## src/rtl/rxd_pkg.sv

```systemverilog
package rxd_pkg;
  // control/status word 0 field positions
  localparam int ARM_BIT   = 25;
  localparam int WRAP_BIT  = 26;
  localparam int TRUNC_BIT = 31;
  localparam int CNT_BITS  = 25;

  typedef enum logic [2:0] {
    ST_IDLE,
    ST_RD_CTL,
    ST_RD_BUF,
    ST_DATA,
    ST_WR_DAT,
    ST_WR_STS
  } rx_state_e;

  // status word written back after the packet: armed bit cleared
  function automatic logic [31:0] status_word(input logic trunc, input logic wrap,
                                              input logic [CNT_BITS-1:0] cnt);
    logic [31:0] w;
    w = '0;
    w[CNT_BITS-1:0] = cnt;
    w[WRAP_BIT]     = wrap;
    w[ARM_BIT]      = 1'b0;
    w[TRUNC_BIT]    = trunc;
    return w;
  endfunction
endpackage

```

## src/rtl/rxd_sel.sv

```systemverilog
module rxd_sel #(
  parameter int NDESC = 128,
  parameter int SEL_W = $clog2(NDESC)
) (
  input  logic             clk,
  input  logic             rst_n,
  input  logic             load,
  input  logic [SEL_W-1:0] load_val,
  input  logic             adv,
  input  logic             wrap,
  output logic [SEL_W-1:0] sel
);
  localparam logic [SEL_W-1:0] LAST = SEL_W'(NDESC - 1);

  function automatic logic [SEL_W-1:0] next_sel(input logic [SEL_W-1:0] cur, input logic wr);
    if (wr || cur == LAST) return '0;
    return cur + 1'b1;
  endfunction

  always_ff @(posedge clk or negedge rst_n) begin
    if (!rst_n)    sel <= '0;
    else if (load) sel <= load_val;
    else if (adv)  sel <= next_sel(sel, wrap);
  end
endmodule

```

## src/rtl/rxd_pack.sv

```systemverilog
module rxd_pack #(
  parameter int LEN_W = 25
) (
  input  logic             clk,
  input  logic             rst_n,
  input  logic             clr,
  input  logic             take,
  input  logic [7:0]       din,
  input  logic             eop,
  input  logic [LEN_W-1:0] max_len,
  input  logic             drain,
  output logic             wr_pend,
  output logic [31:0]      word,
  output logic [3:0]       be,
  output logic [LEN_W-3:0] word_idx,
  output logic [LEN_W-1:0] stored,
  output logic             trunc,
  output logic             eop_seen
);
  logic       full;
  logic [1:0] lane;
  logic       room;

  assign lane    = stored[1:0];
  assign room    = stored < max_len;
  assign wr_pend = full || (eop_seen && (|be));

  always_ff @(posedge clk or negedge rst_n) begin
    if (!rst_n) begin
      word <= '0; be <= '0; full <= 1'b0; word_idx <= '0;
      stored <= '0; trunc <= 1'b0; eop_seen <= 1'b0;
    end else if (clr) begin
      be <= '0; full <= 1'b0; word_idx <= '0;
      stored <= '0; trunc <= 1'b0; eop_seen <= 1'b0;
    end else if (drain) begin
      be       <= '0;
      full     <= 1'b0;
      word_idx <= word_idx + 1'b1;
    end else if (take) begin
      eop_seen <= eop;
      if (room) begin
        word[{lane, 3'b000} +: 8] <= din;
        be[lane] <= 1'b1;
        stored   <= stored + 1'b1;
        if (lane == 2'd3) full <= 1'b1;
      end else begin
        trunc <= 1'b1;
      end
    end
  end
endmodule

```

## src/rtl/rx_desc_dma.sv

```systemverilog
module rx_desc_dma #(
  parameter int ADDR_W = 32,
  parameter int NDESC  = 128,
  parameter int LEN_W  = 25,
  parameter int SEL_W  = $clog2(NDESC)
) (
  input  logic              clk,
  input  logic              rst_n,
  input  logic              rx_en,
  input  logic [LEN_W-1:0]  max_len,
  input  logic [ADDR_W-1:0] tbl_base,
  input  logic              sel_load,
  input  logic [SEL_W-1:0]  sel_init,
  input  logic              pkt_valid,
  input  logic [7:0]        pkt_data,
  input  logic              pkt_eop,
  output logic              pkt_ready,
  output logic              mem_req,
  output logic              mem_we,
  output logic [ADDR_W-1:0] mem_addr,
  output logic [3:0]        mem_be,
  output logic [31:0]       mem_wdata,
  input  logic [31:0]       mem_rdata,
  input  logic              mem_ack,
  output logic              rx_active,
  output logic [SEL_W-1:0]  cur_sel
);
  import rxd_pkg::*;

  localparam int TBL_LSB = SEL_W + 3;

  rx_state_e         st;
  logic [ADDR_W-1:0] buf_q;
  logic              wrap_q;
  logic [ADDR_W-1:0] desc_addr;
  logic [ADDR_W-1:0] dat_addr;

  // named events for the checker
  logic desc_rd_ev, sts_wr_ev, dat_wr_ev, sel_adv_ev, sel_load_ev, take_ev;

  logic             wr_pend, trunc, eop_seen;
  logic [31:0]      word;
  logic [3:0]       be;
  logic [LEN_W-3:0] word_idx;
  logic [LEN_W-1:0] stored;
  logic             unused_bits;

  assign unused_bits = ^{tbl_base[TBL_LSB-1:0]};

  assign desc_rd_ev  = (st == ST_RD_CTL) && mem_ack;
  assign sts_wr_ev   = (st == ST_WR_STS) && mem_ack;
  assign dat_wr_ev   = (st == ST_WR_DAT) && mem_ack;
  assign sel_adv_ev  = sts_wr_ev;
  assign sel_load_ev = sel_load && (st == ST_IDLE);
  assign take_ev     = pkt_valid && pkt_ready;

  assign desc_addr = {tbl_base[ADDR_W-1:TBL_LSB], cur_sel, 3'b000};
  assign dat_addr  = buf_q + ADDR_W'({word_idx, 2'b00});

  assign rx_active = (st != ST_IDLE);
  assign pkt_ready = (st == ST_DATA) && !wr_pend && !eop_seen;

  rxd_sel #(.NDESC(NDESC), .SEL_W(SEL_W)) u_sel (
    .clk      (clk),
    .rst_n    (rst_n),
    .load     (sel_load_ev),
    .load_val (sel_init),
    .adv      (sel_adv_ev),
    .wrap     (wrap_q),
    .sel      (cur_sel)
  );

  rxd_pack #(.LEN_W(LEN_W)) u_pack (
    .clk      (clk),
    .rst_n    (rst_n),
    .clr      (st == ST_IDLE),
    .take     (take_ev),
    .din      (pkt_data),
    .eop      (pkt_eop),
    .max_len  (max_len),
    .drain    (dat_wr_ev),
    .wr_pend  (wr_pend),
    .word     (word),
    .be       (be),
    .word_idx (word_idx),
    .stored   (stored),
    .trunc    (trunc),
    .eop_seen (eop_seen)
  );

  always_ff @(posedge clk or negedge rst_n) begin
    if (!rst_n) begin
      st     <= ST_IDLE;
      buf_q  <= '0;
      wrap_q <= 1'b0;
    end else begin
      case (st)
        ST_IDLE:
          if (rx_en && pkt_valid && !sel_load) st <= ST_RD_CTL;
        ST_RD_CTL:
          if (mem_ack) begin
            if (mem_rdata[ARM_BIT]) begin
              wrap_q <= mem_rdata[WRAP_BIT];
              st     <= ST_RD_BUF;
            end else if (!rx_en) begin
              st <= ST_IDLE;
            end
          end
        ST_RD_BUF:
          if (mem_ack) begin
            buf_q <= mem_rdata;
            st    <= ST_DATA;
          end
        ST_DATA:
          if (wr_pend)       st <= ST_WR_DAT;
          else if (eop_seen) st <= ST_WR_STS;
        ST_WR_DAT:
          if (mem_ack) st <= ST_DATA;
        ST_WR_STS:
          if (mem_ack) st <= ST_IDLE;
        default: st <= ST_IDLE;
      endcase
    end
  end

  always_comb begin
    mem_req   = 1'b0;
    mem_we    = 1'b0;
    mem_addr  = desc_addr;
    mem_be    = 4'h0;
    mem_wdata = '0;
    case (st)
      ST_RD_CTL: mem_req = 1'b1;
      ST_RD_BUF: begin
        mem_req  = 1'b1;
        mem_addr = desc_addr + ADDR_W'(4);
      end
      ST_WR_DAT: begin
        mem_req   = 1'b1;
        mem_we    = 1'b1;
        mem_addr  = dat_addr;
        mem_be    = be;
        mem_wdata = word;
      end
      ST_WR_STS: begin
        mem_req   = 1'b1;
        mem_we    = 1'b1;
        mem_be    = 4'hF;
        mem_wdata = status_word(trunc, wrap_q, CNT_BITS'(stored));
      end
      default: ;
    endcase
  end
endmodule

```

## config.mk

```make
export PLATFORM = sky130hd
export DESIGN_NAME = rx_desc_dma
export DESIGN_NICKNAME = d
export VERILOG_FILES = /design/src/rtl/rxd_pkg.sv /design/src/rtl/rxd_sel.sv /design/src/rtl/rxd_pack.sv /design/src/rtl/rx_desc_dma.sv
export SDC_FILE = /design/constraint.sdc
export NUM_CORES = 1
export LEC_CHECK = 0
export BUFFER_PORTS_ARGS = -buffer_cell sky130_fd_sc_hd__buf_2
export CORE_MARGIN = 5
export CORE_UTILIZATION = 40
export CTS_CLUSTER_SIZE = 24
export DETAILED_ROUTE_END_ITERATION = 10
export GPL_ROUTABILITY_DRIVEN = 1
export GPL_TIMING_DRIVEN = 1
export PLACE_DENSITY_LB_ADDON = 0.12
export SLEW_MARGIN = 10
export SYNTH_ARGS = -nofsm -noshare
export SYNTH_HDL_FRONTEND = slang
export SYNTH_HIERARCHICAL = 1
export SYNTH_SLANG_ARGS = --single-unit
```

## constraint.sdc

```tcl
create_clock -name clk -period 4.5 [get_ports clk]
set_input_delay 0.225 -clock clk [delete_from_list [all_inputs] [get_ports clk]]
set_output_delay 0.225 -clock clk [all_outputs]
set_load 0.02 [all_outputs]
```

# Word-level counts from Yosys, hierarchy flattened
# Cells that the tools add are included.
dict set report totals {
  reg_bits 130
  inputBits 111
  output_inout_bits 79
  wordCells 123
}
dict set report classes {
  addsub 6
  n_lt_le_gt_ge 3
  eq_ne 15
  shifts 2
  n_mux 46
  n_bitwise 3
  n_reduce_logical 37
}
# op n
set ops {}
lappend ops {{32-bit one-hot mux with 2 select lines} 2}
lappend ops {{25-bit two-way mux} 4}
lappend ops {{23-bit two-way mux} 2}
lappend ops {{32-bit by 25-bit adder with 32-bit output} 1}
lappend ops {{32-bit by 3-bit adder with 32-bit output (second input constant)} 1}
lappend ops {{32-bit bitwise mux} 1}
lappend ops {{8-bit by 7-bit variable shift with 32-bit output (first input constant)} 1}
lappend ops {{8-bit by 7-bit variable part select with 32-bit output} 1}
lappend ops {{7-bit two-way mux} 4}
lappend ops {{25-bit by 1-bit adder with 25-bit output (second input constant)} 1}
lappend ops {{25-bit less-than comparator} 1}
lappend ops {{3-bit two-way mux} 8}
lappend ops {{23-bit by 1-bit adder with 23-bit output (second input constant)} 1}
lappend ops {{1-bit two-way mux} 18}
lappend ops {{4-bit two-way mux} 4}
lappend ops {{3-bit one-hot mux with 5 select lines} 1}
lappend ops {{3-bit AND reduction} 4}
lappend ops {{3-bit nonzero test} 4}
lappend ops {{1-bit logical AND} 10}
lappend ops {{4-bit one-hot mux with 2 select lines} 1}
lappend ops {{2-bit nonzero test} 4}
lappend ops {{4-bit OR reduction} 2}
lappend ops {{7-bit by 1-bit adder with 7-bit output (second input constant)} 1}
lappend ops {{7-bit == test (second input constant)} 1}
lappend ops {{21 further kinds} 34}

# Depth between registers and ports, before layout
dict set report depth {
  ltp_word 10
  depth_mapped 16
  depth_no_buf 12
}

# By module
# The synthesis kept the hierarchy.
# module instances cells_each area_per_inst_um2 seq_area_each_um2
set by_module_without_submodules {}
lappend by_module_without_submodules {rxd_pack 1 533 4913.5 2177.1}
lappend by_module_without_submodules {rx_desc_dma 1 428 3636.0 900.9}
lappend by_module_without_submodules {rxd_sel 1 47 454.2 175.2}

# Worst setup path after synthesis
# No wires, ideal clock.
dict set report synth_timing {
  kind {register -> register}
  from {register u_pack.be[2]}
  to {register u_pack.stored[22]}
  setup_time_ns 0.125
  arrival_time_ns 3.620
  required_time_ns 4.375
  slack_ns 0.755
  stages_incl_launch_ff 14
  path_buffers 4
  synth_period_minus_slack_ns 3.745
  path_cell_list {dfrtp_1 > o41ai_1 > nand2b_1 > nor4b_1 > or3_1 > clkbuf_1 > nor2_1 > clkbuf_1 > nor2b_1 > clkbuf_1 > clkbuf_1 > nand2_1 > nor4_1 > mux2_2}
}
dict set report synth_via {
  elab_chain_len 9
}
# item line
set synth_lines {}
lappend synth_lines {{start, declared} rxd_pack.sv:14} ;# output logic [3:0] be,
lappend synth_lines {{start signal, assigned} rxd_pack.sv:30} ;# word <= '0; be <= '0; full <= 1'b0; word_idx <= '0;
lappend synth_lines {{start signal, assigned} rxd_pack.sv:33} ;# be <= '0; full <= 1'b0; word_idx <= '0;
lappend synth_lines {{start signal, assigned} rxd_pack.sv:36} ;# be <= '0;
lappend synth_lines {{4-bit OR reduction} rxd_pack.sv:26} ;# assign wr_pend = full || (eop_seen && (|be));
lappend synth_lines {{1-bit logical AND} rxd_pack.sv:26}
lappend synth_lines {{1-bit logical OR} rxd_pack.sv:26}
lappend synth_lines {{via wr_pend} rx_desc_dma.sv:41} ;# logic wr_pend, trunc, eop_seen;
lappend synth_lines {{1-bit zero test} rx_desc_dma.sv:61} ;# assign pkt_ready = (st == ST_DATA) && !wr_pend && !eop_seen;
lappend synth_lines {{1-bit logical AND (2 in series)} rx_desc_dma.sv:61}
lappend synth_lines {{via pkt_ready} rx_desc_dma.sv:17} ;# output logic pkt_ready,
lappend synth_lines {{1-bit logical AND} rx_desc_dma.sv:55} ;# assign take_ev = pkt_valid && pkt_ready;
lappend synth_lines {{2-bit nonzero test (no source line)} -}
lappend synth_lines {{3-bit AND reduction (no source line)} -}
lappend synth_lines {{end signal, assigned} rxd_pack.sv:44} ;# stored <= stored + 1'b1;
lappend synth_lines {{end, declared} rxd_pack.sv:16} ;# output logic [LEN_W-1:0] stored,
# The timed path passes the listed nets, and every way through them passes these cells.
# A chain may end at the register's enable or synchronous reset.

# Worst setup path after layout
dict set report layout_timing {
  from {register u_pack.word_idx[0]}
  to {output port mem_addr[22]}
}
dict set report layout_via {
  elab_chain_len 2
}
# item line
set layout_lines {}
lappend layout_lines {{start, declared} rxd_pack.sv:15} ;# output logic [LEN_W-3:0] word_idx,
lappend layout_lines {{start signal, assigned} rxd_pack.sv:38} ;# word_idx <= word_idx + 1'b1;
lappend layout_lines {{32-bit by 25-bit adder with 32-bit output} rx_desc_dma.sv:58} ;# assign dat_addr = buf_q + ADDR_W'({word_idx, 2'b00});
lappend layout_lines {{32-bit one-hot mux with 2 select lines} rx_desc_dma.sv:132} ;# case (st)
lappend layout_lines {{end, declared} rx_desc_dma.sv:20} ;# output logic [ADDR_W-1:0] mem_addr,
# No other way between the ends.

==> results.md <==
- Die Y: 160.0 µm
- Clock period minus worst slack: about 3.6 ns
- Placed insts: approximately 1400
- Hold crit path type: primary input to register
- RSZ-0062 raised after global routing: no
- CTS tree: done
- Row cnt: 54
- Synth Cell Area: 0.009004 mm²
- Pin count of the biggest net entering global routing: 70
- Final cell count without fillers: between 1000 and 1500
- GP Congestion: between 0.8 and 0.9
- Io pins: 190
- Initial antenna violation count: 0
- Worst Tran Pin Value: roughly 1.0 ns
- Fin. max-slew vios: 0
- Crit-path max FO: 4
- Max cap viols: 0
- Number of vias per cell: around 5.2
- Count leader, synth: dfrtp_1
- Yosys top cell by area: dfrtp_1
- Yosys cell types: 70
- GRT Overall Usage: 19.15%
- PortBufs: 179
- Commonest cells post-synth: dfrtp_1 (130), nand2_1 (110), nor2_1 (83)
- Synth async-reset ratio: 100.0%
- Initial Util: between 40% and 50%
- Initial DRC Count: 353
- Number of synthesized flops with an enable pin: 0
- Drc violations: 0
- ANT nets after route: 0
- Critical Path RT: between 4 and 5 ns
- First-pass GRT wire length: 40010 µm
- Worst skew pair latency: 0.42 ns
- Post-Place Cell Area: 0.01003 mm²
- Fin. Hold Viols: 0
- Status: completed
- Part of the Yosys area used for sequential elements: 36.13%
- Yosys warning count: 6
- Routed len/inst: 16.91 µm
- Total CTS buffers: 17
- Final design utilization: around half
- GRT overflow: 0
- CORE AREA: around 0.022 mm²
- Clk pin slew, worst setup/hold paths: approximately 0.06 ns
- Fill cell count: 2188
- Synth Flop Type: dfrtp_1
- Ranking of synthesized cells by area: dfrtp_1 (36%), ha_1 (7.9%), mux2i_1 (6.9%)
- CP startpoint kind: register
- Post-DP HPWL: approximately 19000 µm
- Worst Skew: approximately 0.014 ns
- Critical path endpoint category: output port
- Synthesized area per cell: 8.932 µm²
- Overall power: 5.414 mW
- Fin nets: about 1300
- Die X: between 150 and 200 µm
- Lkg Pwr: between 5 and 6 nW
- Drt pass-1 iters: 5
- Total wire length: between 20000 and 25000 µm
- Relative slew slack: 32.02%
- Setup violators final: 0
- Design area: between 0.01 and 0.015 mm²
- Synthesis-stage register bit count: 130
- Final period utilization: about four fifths
- Vias in the first global route: 7528
- VDD IR max: 244.0 µV
- Mapped Cells: around 1000
- Setup_tns: 0 ns
- WS Path Type: register to output port
- H-Tree Depth: 4
- Share of post-route cells with drive strength above 1: 24.34%
- Antenna diodes: 0
- PD cells: between 500 and 600 mW/mm²
- Arr. time, crit path: ~3.4 ns
- CTS Sinks: 130
- CTS Root Cell: clkbuf_16
- Achievable clock frequency: 278.5 MHz
- CTS resizes: 0
- Clock Path Buffers: 2
- Syn_nets: between 1000 and 1500
- Layout area overhead: 17.98%
- Die area: roughly 0.026 mm²
- Yosys top cell area share: between 30% and 40%
- Total number of vias: 7645
==> routing by layer <==
metal	wire (µm)	up-vias	part of all wire [%]	GRT usage, %
met5	0	-	0	0
li1	-	3830	-	-
met2	11730	199	48	31.68
met1	11500	3598	47	26.07
met4	252	0	1.0	4.185
met3	1190	18	4.8	3.918
==> repair_timing <==
item / CTS / global route
hold endpoints to repair: 20 / 0
buffers inserted: 0 / 0
hold buffers: 2 / 0
==> layout by cell type (no fill, tap or decap), types with 5 or more instances in the layout <==
master	instances
buf_2	178
dfrtp_1	129
nand2_1	110
nor2_1	83
inv_1	77
o21ai_0	68
mux2i_1	62
ha_1	57
a21oi_1	48
mux2_2	39
xor2_1	30
or3_1	27
nand4_1	26
xnor2_1	20
nand3_1	20
clkbuf_16	17
a21o_1	12
and2_1	11
buf_4	11
nand2b_1	10
nor2b_1	10
nor3_1	8
and3_1	7
nor3b_1	6
nor4_1	6
a22o_1	6
or4_1	6
a31oi_1	5
o21ai_1	5
and4_1	5
==> critical path, stage by stage (launching register included) <==
cell and delay (ns):
dfrtp_1 0.41, ha_1 0.22, inv_1 0.07, fa_1 0.39, nand2b_1 0.20, a21oi_2 0.17
o21ai_2 0.11, or4_4 0.56, and3_2 0.23, xor2_1 0.14, o21ai_0 0.24, buf_2 0.22
==> stage by stage <==
stage	setup slack [ns]	hold slack [ns]
floorplan	0.7555	-0.07059
global placement	1.117	0.4227
detailed placement	1.111	0.4318
CTS	0.8420	0.008032
global route	0.6771	0.02206
finish	0.9090	0.03091
==> sequential cells by signal (all words and copies together) (netlist names), 3 cells and up <==
signal / count
buf_q: 32
st: 3
u_pack/be: 4
u_pack/stored: 25
u_pack/word: 32
u_pack/word_idx: 23
u_sel/sel: 7
==> where the power goes <==
part	internal, mW	switching (mW)
clock network	0.777	0.582
logic	0.900	1.34
registers	1.50	0.312
==> worst paths after layout <==
check / start / to / slack, ns / cells after the start
max in group asynchronous: rst_n / st[0] / 3.00 / 3
min in group asynchronous: rst_n / buf_q[1] / 0.48 / 2
worst min register to register: u_pack/trunc / u_pack/trunc / 0.50 / 2
worst max register to register: u_pack/stored[24] / u_pack/word[14] / 1.02 / 7
worst min-delay path: sel_init[5] / u_sel/sel[5] / 0.03 / 3
worst max-delay path: u_pack/word_idx[0] / mem_addr[22] / 0.91 / 11
==> logic make-up (layout without fill, tap and decap cells) <==
logic type / Yosys count / after routing / share of synthesized area [%]
simple gates: 353 / 353 / 19.50
buf+inv: 130 / 301 / 6.643
fa+ha+maj: 58 / 58 / 8.143
mux: 101 / 101 / 11.77
compound gates: 186 / 186 / 12.95
xor+xnor: 50 / 50 / 4.864
flops: 130 / 130 / 36.13
==> area by class of cell <==
| type | count | area (µm²) | area share (%) |
|---|---|---|---|
| tap | 280 | 350.3 | 3.298 |
| timing repair buffer | 191 | 993.5 | 9.352 |
| inverter | 78 | 292.8 | 2.756 |
| clock inverter | 15 | 148.9 | 1.402 |
| sequential | 130 | 3254 | 30.64 |
| clock buffer | 17 | 425.4 | 4.005 |
| multi-input combinational | 748 | 5157 | 48.55 |
(Power assumes the default switching activity.)
